--- src/rtl/mvc_pkg.sv ---
package mvc_pkg;

  typedef enum logic [2:0] {
    PH_SRC_ADR     = 3'd0,
    PH_SRC_ADR_LAT = 3'd1,
    PH_SRC_RD      = 3'd2,
    PH_SRC_RD_LAT  = 3'd3,
    PH_DST_ADR     = 3'd4,
    PH_DST_ADR_LAT = 3'd5,
    PH_DST_SET     = 3'd6,
    PH_DST_WR      = 3'd7
  } ph_t;

  typedef struct packed {
    logic fetch;
    logic rd;
    logic wr;
  } strobe_t;

  function automatic strobe_t strobes_for(ph_t ph);
    strobe_t s;
    s.fetch = (ph == PH_SRC_ADR) || (ph == PH_SRC_ADR_LAT) ||
              (ph == PH_DST_ADR) || (ph == PH_DST_ADR_LAT);
    s.rd    = (ph == PH_SRC_RD) || (ph == PH_SRC_RD_LAT);
    s.wr    = (ph == PH_DST_WR);
    return s;
  endfunction

endpackage

--- src/rtl/mvc_sequencer.sv ---
module mvc_sequencer
  import mvc_pkg::*;
(
  input  logic    clk,
  input  logic    rst,
  output ph_t     ph,
  output strobe_t strb
);

  ph_t ph_nxt;

  always_comb ph_nxt = ph_t'(ph + 3'd1);

  always_ff @(posedge clk) begin
    if (rst) begin
      ph   <= PH_SRC_ADR;
      strb <= strobes_for(PH_SRC_ADR);
    end else begin
      ph   <= ph_nxt;
      strb <= strobes_for(ph_nxt);
    end
  end

endmodule

--- src/rtl/mvc_decode.sv ---
module mvc_decode
  import mvc_pkg::*;
#(
  parameter int W = 8
) (
  input  ph_t          ph,
  input  logic [W-1:0] addr,
  input  logic         carry,
  output logic         wr_p,
  output logic         wr_q,
  output logic         take_jump,
  output logic         rd_sum,
  output logic         rd_nand
);

  localparam logic [W-1:0] ADR_JMP  = {W{1'b1}};
  localparam logic [W-1:0] ADR_JC   = ADR_JMP - W'(1);
  localparam logic [W-1:0] ADR_OPP  = ADR_JMP - W'(7);
  localparam logic [W-1:0] ADR_OPQ  = ADR_JMP - W'(6);

  logic at_deposit;

  always_comb begin
    at_deposit = (ph == PH_DST_WR);
    wr_p       = at_deposit && (addr == ADR_OPP);
    wr_q       = at_deposit && (addr == ADR_OPQ);
    take_jump  = at_deposit &&
                 ((addr == ADR_JMP) || ((addr == ADR_JC) && carry));
    rd_sum     = (addr == ADR_OPP);
    rd_nand    = (addr == ADR_OPQ);
  end

endmodule

--- src/rtl/mvc_alu.sv ---
module mvc_alu #(
  parameter int W = 8
) (
  input  logic         clk,
  input  logic         rst,
  input  logic         wr_p,
  input  logic         wr_q,
  input  logic [W-1:0] wdata,
  output logic [W-1:0] sum,
  output logic [W-1:0] nand_o,
  output logic         carry
);

  logic [W-1:0] op_p, op_q;
  logic [W:0]   sum_new_p, sum_new_q;

  always_comb begin
    sum       = op_p + op_q;
    nand_o    = ~(op_p & op_q);
    sum_new_p = {1'b0, wdata} + {1'b0, op_q};
    sum_new_q = {1'b0, op_p} + {1'b0, wdata};
  end

  always_ff @(posedge clk) begin
    if (rst) begin
      op_p  <= '0;
      op_q  <= '0;
      carry <= 1'b0;
    end else if (wr_p) begin
      op_p  <= wdata;
      carry <= sum_new_p[W];
    end else if (wr_q) begin
      op_q  <= wdata;
      carry <= sum_new_q[W];
    end
  end

endmodule

--- src/rtl/mvc_datapath.sv ---
module mvc_datapath
  import mvc_pkg::*;
#(
  parameter int W = 8
) (
  input  logic         clk,
  input  logic         rst,
  input  ph_t          ph,
  input  logic [W-1:0] rdata,
  input  logic [W-1:0] alu_sum,
  input  logic [W-1:0] alu_nand,
  input  logic         rd_sum,
  input  logic         rd_nand,
  input  logic         take_jump,
  output logic [W-1:0] addr_r,
  output logic [W-1:0] data_r,
  output logic [W-1:0] bus_addr,
  output logic         jump_q
);

  logic [W-1:0] pc, pc_inc, src_val;

  always_comb begin
    pc_inc = pc + W'(1);
    if (rd_sum)       src_val = alu_sum;
    else if (rd_nand) src_val = alu_nand;
    else              src_val = rdata;
  end

  always_ff @(posedge clk) begin
    if (rst) begin
      pc       <= '0;
      addr_r   <= '0;
      data_r   <= '0;
      bus_addr <= '0;
      jump_q   <= 1'b0;
    end else begin
      jump_q <= 1'b0;
      unique case (ph)
        PH_SRC_ADR_LAT, PH_DST_ADR_LAT: begin
          addr_r   <= rdata;
          bus_addr <= rdata;
        end
        PH_SRC_RD_LAT: begin
          data_r   <= src_val;
          pc       <= pc_inc;
          bus_addr <= pc_inc;
        end
        PH_DST_WR: begin
          if (take_jump) begin
            pc       <= data_r;
            bus_addr <= data_r;
            jump_q   <= 1'b1;
          end else begin
            pc       <= pc_inc;
            bus_addr <= pc_inc;
          end
        end
        default: ;
      endcase
    end
  end

endmodule

--- src/rtl/mover_core.sv ---
module mover_core
  import mvc_pkg::*;
#(
  parameter int W = 8
) (
  input  logic         clk,
  input  logic         rst,
  output logic [W-1:0] mem_addr,
  output logic [W-1:0] mem_wdata,
  input  logic [W-1:0] mem_rdata,
  output logic         mem_fetch,
  output logic         mem_rd,
  output logic         mem_wr,
  output logic         jump_pulse,
  output logic         carry_flag
);

  ph_t          ph;
  strobe_t      strb;
  logic [W-1:0] addr_r, data_r, alu_sum, alu_nand;
  logic         wr_p, wr_q, take_jump, rd_sum, rd_nand, carry;

  mvc_sequencer u_seq (
    .clk (clk),
    .rst (rst),
    .ph  (ph),
    .strb(strb)
  );

  mvc_decode #(.W(W)) u_dec (
    .ph       (ph),
    .addr     (addr_r),
    .carry    (carry),
    .wr_p     (wr_p),
    .wr_q     (wr_q),
    .take_jump(take_jump),
    .rd_sum   (rd_sum),
    .rd_nand  (rd_nand)
  );

  mvc_alu #(.W(W)) u_alu (
    .clk   (clk),
    .rst   (rst),
    .wr_p  (wr_p),
    .wr_q  (wr_q),
    .wdata (data_r),
    .sum   (alu_sum),
    .nand_o(alu_nand),
    .carry (carry)
  );

  mvc_datapath #(.W(W)) u_dp (
    .clk      (clk),
    .rst      (rst),
    .ph       (ph),
    .rdata    (mem_rdata),
    .alu_sum  (alu_sum),
    .alu_nand (alu_nand),
    .rd_sum   (rd_sum),
    .rd_nand  (rd_nand),
    .take_jump(take_jump),
    .addr_r   (addr_r),
    .data_r   (data_r),
    .bus_addr (mem_addr),
    .jump_q   (jump_pulse)
  );

  assign mem_wdata  = data_r;
  assign mem_fetch  = strb.fetch;
  assign mem_rd     = strb.rd;
  assign mem_wr     = strb.wr;
  assign carry_flag = carry;

endmodule

--- config.mk ---
export PLATFORM = sky130hd
export DESIGN_NAME = mover_core
export DESIGN_NICKNAME = d
export VERILOG_FILES = /design/src/rtl/mvc_pkg.sv /design/src/rtl/mvc_sequencer.sv /design/src/rtl/mvc_decode.sv /design/src/rtl/mvc_alu.sv /design/src/rtl/mvc_datapath.sv /design/src/rtl/mover_core.sv
export SDC_FILE = /design/constraint.sdc
export NUM_CORES = 1
export LEC_CHECK = 0
export BUFFER_PORTS_ARGS = -buffer_cell sky130_fd_sc_hd__buf_2
export CORE_ASPECT_RATIO = 0.75
export CORE_MARGIN = 2
export CORE_UTILIZATION = 63
export CTS_CLUSTER_DIAMETER = 50
export CTS_CLUSTER_SIZE = 30
export DETAILED_ROUTE_END_ITERATION = 12
export HOLD_SLACK_MARGIN = 0.08
export PLACE_DENSITY = 0.84
export SETUP_SLACK_MARGIN = 0.1
export SKIP_CTS_REPAIR_TIMING = 1
export SYNTH_ARGS = -nofsm -noshare
export SYNTH_HDL_FRONTEND = slang
export SYNTH_SLANG_ARGS = --single-unit
--- constraint.sdc ---
create_clock -name clk -period 8.45 [get_ports clk]
set_clock_uncertainty 0.15 [all_clocks]
set_input_delay 1.69 -clock clk [delete_from_list [all_inputs] [get_ports clk]]
set_output_delay 1.69 -clock clk [all_outputs]
set_load 0.05 [all_outputs]
# [Word-level counts from Yosys, hierarchy flattened]
# Cells that the tools add are included.
# W data, S select, Z words.
[totals] register_bits=56 inputBits=10 out_inout_bits=21 elab_cells=59
[op_classes] addsub=5 n_eq_ne=14 n_mux=8 bitwise=4 n_reduce_logical=16
[op_table] op="$eq A8 B8 Y1 const B" count=4
[op_table] op="$mux W8" count=3
[op_table] op="$pmux W8 S3" count=1
[op_table] op="$add A8 B8 Y9" count=2
[op_table] op="$pmux W8 S2" count=1
[op_table] op="$eq A3 B3 Y1 const B" count=5
[op_table] op="$eq A3 B2 Y1 const B" count=3
[op_table] op="$add A8 B1 Y8 const B" count=1
[op_table] op="$add A8 B8 Y8" count=1
[op_table] op="$and A8 B8 Y8" count=1
[op_table] op="$not A8 Y8" count=1
[op_table] op="$eq A3 B1 Y1 const B" count=2
[op_table] op="$logic_or A1 B1 Y1" count=5
[op_table] op="$logic_and A1 B1 Y1" count=4
[op_table] op="$reduce_bool A2 Y1" count=2
[op_table] op="$reduce_or A2 Y1" count=2
[op_table] op="$add A3 B1 Y3 const B" count=1
[op_table] op="$logic_not A3 Y1" count=1
[op_table] op="$mux W1" count=3
[op_table] op="$reduce_bool A3 Y1" count=1
[op_table] op="$not A1 Y1" count=2
[op_table] op="$reduce_and A2 Y1" count=1

# [Longest topological paths before layout]
# Gate-level depths: netlist of run 1.
[depth] depth_word=6 depth_mapped=13 mapped_depth_nobuf=12

# [Modules after synthesis]
# Synthesis of run 1 repeated with hierarchy kept, for this count alone.
[unflattened] cells_unflattened=386 area_unflattened_um2=3160.5
[by_module_without_submodules] module="mvc_datapath" instances=1 cells_each=210 area_each_um2=1706.6 seq_area_each_um2=660.6
[by_module_without_submodules] module="mvc_alu" instances=1 cells_each=145 area_each_um2=1168.6 seq_area_each_um2=340.3
[by_module_without_submodules] module="mvc_sequencer" instances=1 cells_each=19 area_each_um2=215.2 seq_area_each_um2=120.1
[by_module_without_submodules] module="mvc_decode" instances=1 cells_each=12 area_each_um2=70.1 seq_area_each_um2=0.0

# [Least setup slack after synthesis of run 1]
# Ideal clock, no wire load.
[synth_path] kind="register -> register" start="register u_seq.ph[0]" end="register u_alu.carry" setup_time_ns=0.136 arrival_time_ns=2.712 required_ns=8.164 slack_ns=5.452 stages_incl_launch_ff=13 path_buffers=1 period_less_slack_ns=2.998 path_cell_list="dfxtp_1 -> ha_1 -> ha_1 -> clkbuf_1 -> nand3_1 -> nand2_1 -> nand2_1 -> ha_1 -> a211o_1 -> a31oi_1 -> mux2i_1 -> a2111oi_0 -> a211oi_1"
[synth_via] elab_chain_cells=3 elab_cells_between_ends=5 classes_between="eq/ne: 1; mux: 1; reduce/logical: 3"
[synth_lines] element="start: declaration" line_no="mvc_sequencer.sv:6" source="output ph_t ph,"
[synth_lines] element="start signal: assignment" line_no="mvc_sequencer.sv:19" source="ph <= ph_nxt;"
[synth_lines] element="$eq A3 B3 Y1 *" line_no="mvc_decode.sv:24" source="at_deposit = (ph == PH_DST_WR);"
[synth_lines] element="$logic_and A1 B1 Y1, on equally long branches" line_no="mvc_decode.sv:25, mvc_decode.sv:26"
[synth_lines] element="$mux W1 / $reduce_bool A2 Y1 (equally long branches)"
[synth_lines] element="end signal: assignment" line_no="mvc_alu.sv:31" source="carry <= sum_new_p[W];"
[synth_lines] element="end signal: assignment" line_no="mvc_alu.sv:34" source="carry <= sum_new_q[W];"
[synth_lines] element="end: declaration" line_no="mvc_alu.sv:11" source="output logic carry"
# Mark *: on every way between the ends. The rest lies on a longest branch, timed or not.
# A chain may end at the register's enable or synchronous reset.

# [Worst setup path after layout of run 1]
# Ends and elaborated chain as after synthesis.

==> results.toml, run 1 <==
[critical_path]
cp_slowest_stage_delay_ns = 0.60
crit_chain = "ha_1, ha_1, nand2b_1, nor4_4, nand2_1, nand2_1, ha_1, a211o_1, a31oi_1, mux2i_1, a2111oi_0, a211oi_1"
cp.required_ns = 8.46
crit_top_cell = "ha_1"
critical_path_arrival_ns = 3.76
cp-end-kind = "flop"
path_depth = 12
slowest_stage = "nor4_4"
rr_worst_depth = 12
startpoint = "u_seq.ph[0]"
crit_type = "flop to flop"
crit_path_max_fanout = 16
rr_endpoint = "u_alu.carry"
reg2reg_slack_ns = 4.70
crit_path_end = "u_alu.carry"
timing.rr.start = "u_seq.ph[0]"
critPathLaunchType = "flop"
worst-path-buf-inv = 0
cp_top_family = "adder cells"

[clocking]
htree_levels = 2
cts.clk_slew.worst_paths_ns = 0.10
cts_buffers = 5
clk_latency_ns = 0.32
cts_tree = "done"
cts_root_buffer = "clkbuf_8"
cts_buffer_depth = 2
cts.sinks = 56

[pwr]
leakage_nw = 1.43
p_per_area_nw_per_um2 = 161
ir_drop_uv = 113

[cells_and_area]
final_nets = 428
final_cell_area_um2 = 3370
antenna_cells = 0
final_common_cell = "dfxtp_1"
final_cell_mix = "56 x dfxtp_1, 44 x nand2_1, 42 x nor2_1"
drive_gt1_share_pct = 12.3
syn2layout_area_growth_pct = 8.49

[floorplan]
die-area_um2 = 5520
die_w_um = 85.1
chipHeight_um = 64.8
rows = 22
initial_utilization_pct = 64.5
io_pins = 31
core_um2 = 4820

[global_route]
grt_pass1_wl_um = 12200
grt_max_degree = 60
antenna_found_initial = 0
gr-total-overflow = 0
grt_pass1_vias = 2539
track_usage_pct = 27.7

[place]
port_buffers = 30
placed_area_um2 = 3260
gp_congestion = 0.928
hpwl_um = 5210

[drt]
drc_errors = 0
drt_first_pass_iters = 5
drt_first_iter_violations = 287
wirelength_um = 7250
vias_per_cell = 6.18
ant_nets = 0
vias = 2825
wire_per_inst_um = 15.9

[sta]
slew_headroom_pct = 32.3
period_minus_slack_ns = 3.75
tightest_slew_ns = 1.02
final_hold_viol_count = 0
maxSlewViolCount = 0
setup_viol = 0
setup_tns_ns = 0
rsz0062_at_grt = "false"
fmax_mhz = 267
period_share_pct = 44.3

[job]
max_cap_viol_count = 0

[worst_hold_path]
hp-class = "flop to flop"
whs_path_depth = 1
hold_start = "u_seq.ph[0]"

[synthesis]
muxShareOfSynthArea_pct = 6.48
syn-num-nets = 409
ys_warn_count = 0
yosysSeqAreaShare_pct = 36.1
synth.avg_cell_area_um2 = 8.24
synth_edf_count = 0
synth_seq_cells = 56
synth-async-reset-ratio_pct = 0
synth_top_family_by_area = "simple AND/OR/NAND/NOR gates"
synth-simple-area-share_pct = 22.5
synthFlopType = "dfxtp_1"
yosys.cell_types.count = 50
syn_area_um2 = 3110
synth_xor_area_share_pct = 2.82
netlist_instances = 377
synthAdderAreaFrac_pct = 9.10
synth-compound-area-share_pct = 18.4

[status]
status = "completed"
## layout make-up
| type | instances | area (µm²) |
|---|---|---|
| clock buffers | 5 | 68.8 |
| repair buffers | 31 | 158 |
| multi-input cells | 285 | 1840 |
| clock inverters | 3 | 42.5 |
| inverters | 17 | 63.8 |
| fillers | 404 | 1450 |
| flip-flops and latches | 56 | 1120 |
| well taps | 60 | 75.1 |
## cell usage after synthesis, drive strengths merged, types with 2 or more instances
cell / n / share of area (%)
a211oi: 5 / 1.2
a21oi: 38 / 6.1
a311oi: 5 / 1.4
a31o: 3 / 0.85
a31oi: 5 / 1.0
buf: 4 / 0.76
clkbuf: 15 / 1.8
dfxtp: 56 / 36
ha: 21 / 8.5
inv: 17 / 2.1
mux2i: 19 / 6.1
nand2: 44 / 5.3
nand2b: 13 / 2.6
nand3: 13 / 2.3
nand3b: 5 / 1.2
nor2: 42 / 5.1
nor3: 7 / 1.3
nor3b: 3 / 0.72
o211ai: 2 / 0.48
o21ai: 10 / 1.6
o21bai: 3 / 0.72
o22ai: 4 / 0.81
o31a: 2 / 0.56
o31ai: 2 / 0.48
o32ai: 4 / 1.1
or2: 4 / 0.89
or3: 6 / 1.4
xnor2: 7 / 2.0
xor2: 3 / 0.85
## registers in the layout, indices dropped and copies added (netlist names)
signal,count
u_dp.jump_q,1
u_alu.op_p,8
u_alu.op_q,8
u_dp.pc,8
u_seq.strb,3
u_alu.carry,1
u_seq.ph,3
u_dp.data_r,8
u_dp.bus_addr,8
u_dp.addr_r,8
## cell families (layout without fill, tap and decap cells)
kind of cell    Yosys count  after routing
flops                    56             56
mux                      20             20
compound gates           90             90
buf+inv                  36             56
xor+xnor                 10             10
fa+ha+maj                22             22
simple gates            143            143
## where the power goes
| group | switching [W] | internal (W) |
|---|---|---|
| registers | 0.0000106 | 0.000275 |
| logic | 0.0000537 | 0.0000240 |
| clock network | 0.0000908 | 0.0000879 |
| total | 0.000155 | 0.000387 |
## metrics by stage
step | util (%) | setup slack, ns | instances | hold WS [ns] | power (W)
2_1_floorplan | - | 5.45 | 377 | 0.283 | 0.000348
3_3_place_gp | 67.7 | 4.96 | 449 | 0.299 | 0.000367
3_5_place_dp | 67.7 | 4.69 | 449 | 0.319 | 0.000369
4_1_cts | 70.0 | 4.70 | 457 | 0.342 | 0.000542
5_1_grt | 70.0 | 4.40 | 457 | 0.360 | 0.000562
6_report | 70.0 | 4.70 | 457 | 0.330 | 0.000542
## routing by layer
| layer | up-vias | routed length, µm | track usage, % |
|---|---|---|---|
| met5 | - | 0 | 0 |
| met4 | 0 | 62 | 7.14 |
| met3 | 6 | 603 | 4.59 |
| met2 | 117 | 3200 | 42.1 |
| met1 | 1338 | 3380 | 40.9 |
| li1 | 1364 | - | - |
## worst min-delay path by stage
stage | endpoint | slack, ns
global route | u_dp.addr_r[4] | 0.36
CTS | u_alu.op_p[2] | 0.34
detailed placement | u_seq.ph[0] | 0.32
finish | u_seq.ph[0] | 0.33
global placement | u_seq.ph[0] | 0.30
floorplan | u_seq.ph[0] | 0.28
(Power assumes the default switching activity.)
==> inputs of run 2 (changes only) <==
--- a/config.mk
+++ b/config.mk
@@ -8,12 +8,12 @@
 export BUFFER_PORTS_ARGS = -buffer_cell sky130_fd_sc_hd__buf_2
 export CORE_ASPECT_RATIO = 0.75
 export CORE_MARGIN = 2
-export CORE_UTILIZATION = 63
+export CORE_UTILIZATION = 53
 export CTS_CLUSTER_DIAMETER = 50
 export CTS_CLUSTER_SIZE = 30
 export DETAILED_ROUTE_END_ITERATION = 12
 export HOLD_SLACK_MARGIN = 0.08
-export PLACE_DENSITY = 0.84
+export PLACE_DENSITY = 0.76
 export SETUP_SLACK_MARGIN = 0.1
 export SKIP_CTS_REPAIR_TIMING = 1
 export SYNTH_ARGS = -nofsm -noshare
==> constraint.sdc (replaced) <==
create_clock -name clk -period 3.4 [get_ports clk]
set_clock_uncertainty 0.15 [all_clocks]
set_input_delay 0.68 -clock clk [delete_from_list [all_inputs] [get_ports clk]]
set_output_delay 0.68 -clock clk [all_outputs]
set_load 0.05 [all_outputs]
==> run 2 against run 1 <==
Effect of this change:
- hold slack improved by 0.0068 ns
- sequential share of layout area fell by 0.45 points
- routed wire length is 5.9% higher
- global-route usage shrank 2.8 points
- final area grew 1.4%
- combinational power grew to 2.6 times the previous value
- clock power up 120%
- critical path type unchanged
==> results.toml, run 2 (synthesized netlist as in run 1, its figures left out) <==
[drt]
drt_first_pass_iters = 5
wire_per_inst_um = 15.9
drc_errors = 0
drt_first_iter_violations = 180
ant_nets = 0
vias_per_cell = 5.76
vias = 2771
wirelength_um = 7670

[clocking]
cts.clk_slew.worst_paths_ns = 0.10
cts_root_buffer = "clkbuf_8"
cts_buffers = 5
cts_tree = "done"
clk_latency_ns = 0.32
htree_levels = 2
cts_buffer_depth = 2
cts.sinks = 56

[sta]
period_share_pct = 86.9
setup_viol = 0
final_hold_viol_count = 0
rsz0062_at_grt = "false"
tightest_slew_ns = 0.838
setup_tns_ns = 0
fmax_mhz = 338
maxSlewViolCount = 0
slew_headroom_pct = 44.1
timing.final.ws_setup_ns = 0.444
period_minus_slack_ns = 2.96

[worst_hold_path]
hp-class = "flop to flop"
hold_start = "u_dp.addr_r[5]"

[cells_and_area]
final_common_cell = "dfxtp_1"
num-fill-cells = 555
final_cell_mix = "56 x dfxtp_1, 44 x nand2_1, 42 x nor2_1"
multi_input_area_um2 = 1840
syn2layout_area_growth_pct = 9.98
final_nets = 434
drive_gt1_share_pct = 13.2
antenna_cells = 0
fin_util_pct = 59.6
final-instance-count-excl-fill = 481
final_cell_area_um2 = 3420
seqCellArea_um2 = 1120

[global_route]
antenna_found_initial = 0
grtUsageMet2_pct = 35.3
track_usage_pct = 24.9
met1_usage_pct = 38.8
gr-total-overflow = 0
grt_pass1_vias = 2537
grt_busiest_layer = "met1"
grt_max_degree = 42
grt_pass1_wl_um = 12700
use_met3_pct = 4.75

[critical_path]
timing.rr.start = "u_seq.ph[0]"
cp.required_ns = 3.43
critPathLaunchType = "flop"
cp-end-kind = "flop"
crit_top_cell = "ha_1"
crit_chain = "ha_1, ha_1, nand3_1, nand2_1, nand2_1, ha_1, a211o_1, a31oi_1, mux2i_1, a2111oi_0, a211oi_1"
slowest_stage = "dfxtp_1"
critical_path_arrival_ns = 2.98
crit_path_max_fanout = 9
worst-path-buf-inv = 0
cp_slowest_stage_delay_ns = 0.39
crit_type = "flop to flop"
startpoint = "u_seq.ph[0]"
cp_top_family = "compound AO/OA/AOI/OAI gates"

[floorplan]
io_pins = 31
initial_utilization_pct = 54.2
core_um2 = 5740
die-area_um2 = 6500
chipHeight_um = 70.3
die_w_um = 92.4
rows = 24

[job]
max_cap_viol_count = 0

[place]
dp_cells = 473
gp_congestion = 0.861
hpwl_um = 5540
port_buffers = 30
placed_area_um2 = 3330
pre_cts_slack_ns = 0.486

[pwr]
ir_drop_uv = 201
pwr-share-clk_pct = 30.0
pwr-share-comb_pct = 15.4
switching_power_w = 0.000385
leakage_nw = 1.45
p_seq_share_pct = 54.5
swShare_pct = 29.7
p_per_area_nw_per_um2 = 379
p_int_w = 0.000912

[status]
status = "completed"
-- run 2: layout make-up --
| cell class | instances | area share, % |
|---|---|---|
| multi-input combinational | 285 | 53.9 |
| sequential | 56 | 32.8 |
| timing repair buffer | 37 | 5.93 |
| tap | 78 | 2.86 |
| clock buffer | 8 | 2.64 |
| inverter | 17 | 1.87 |
-- run 2: path summary, 6_finish.rpt --
path / to / slack, ns / depth (start not counted)
hold / removal: u_dp.addr_r[5] / 0.34 / 2
setup reg to reg: u_alu.carry / 0.44 / 11
hold reg to reg: u_dp.addr_r[5] / 0.34 / 2
setup / recovery: u_alu.carry / 0.44 / 11
-- run 2: tightest hold or removal path: stages (launching register included) --
cell and delay [ns]:
dfxtp_1 0.32, nand2b_1 0.06, a21oi_1 0.06
-- run 2: metrics by stage --
| step | power [W] | hold WS, ns |
|---|---|---|
| after floorplan | 0.000866 | 0.283 |
| after global placement | 0.000916 | 0.297 |
| after detailed placement | 0.000920 | 0.315 |
| after CTS | 0.00129 | 0.335 |
| after global routing | 0.00134 | 0.357 |
| final | 0.00130 | 0.336 |
-- run 2: power by group through the flow --
| stage | combinational, W | sequential, W | clock, W |
|---|---|---|---|
| after floorplan | 0.0000936 | 0.000772 | 0 |
| after global placement | 0.000195 | 0.000721 | 0 |
| after detailed placement | 0.000198 | 0.000722 | 0 |
| after CTS | 0.000199 | 0.000707 | 0.000389 |
| after global routing | 0.000217 | 0.000711 | 0.000417 |
| final | 0.000200 | 0.000707 | 0.000389 |
-- run 2: per-layer routing --
layer / part of all wire, % / wire length [µm] / up-vias
met5: 0 / 0 / -
met4: 1.1 / 81 / 0
met3: 7.2 / 552 / 10
met2: 41 / 3130 / 104
met1: 51 / 3910 / 1273
li1: - / - / 1384
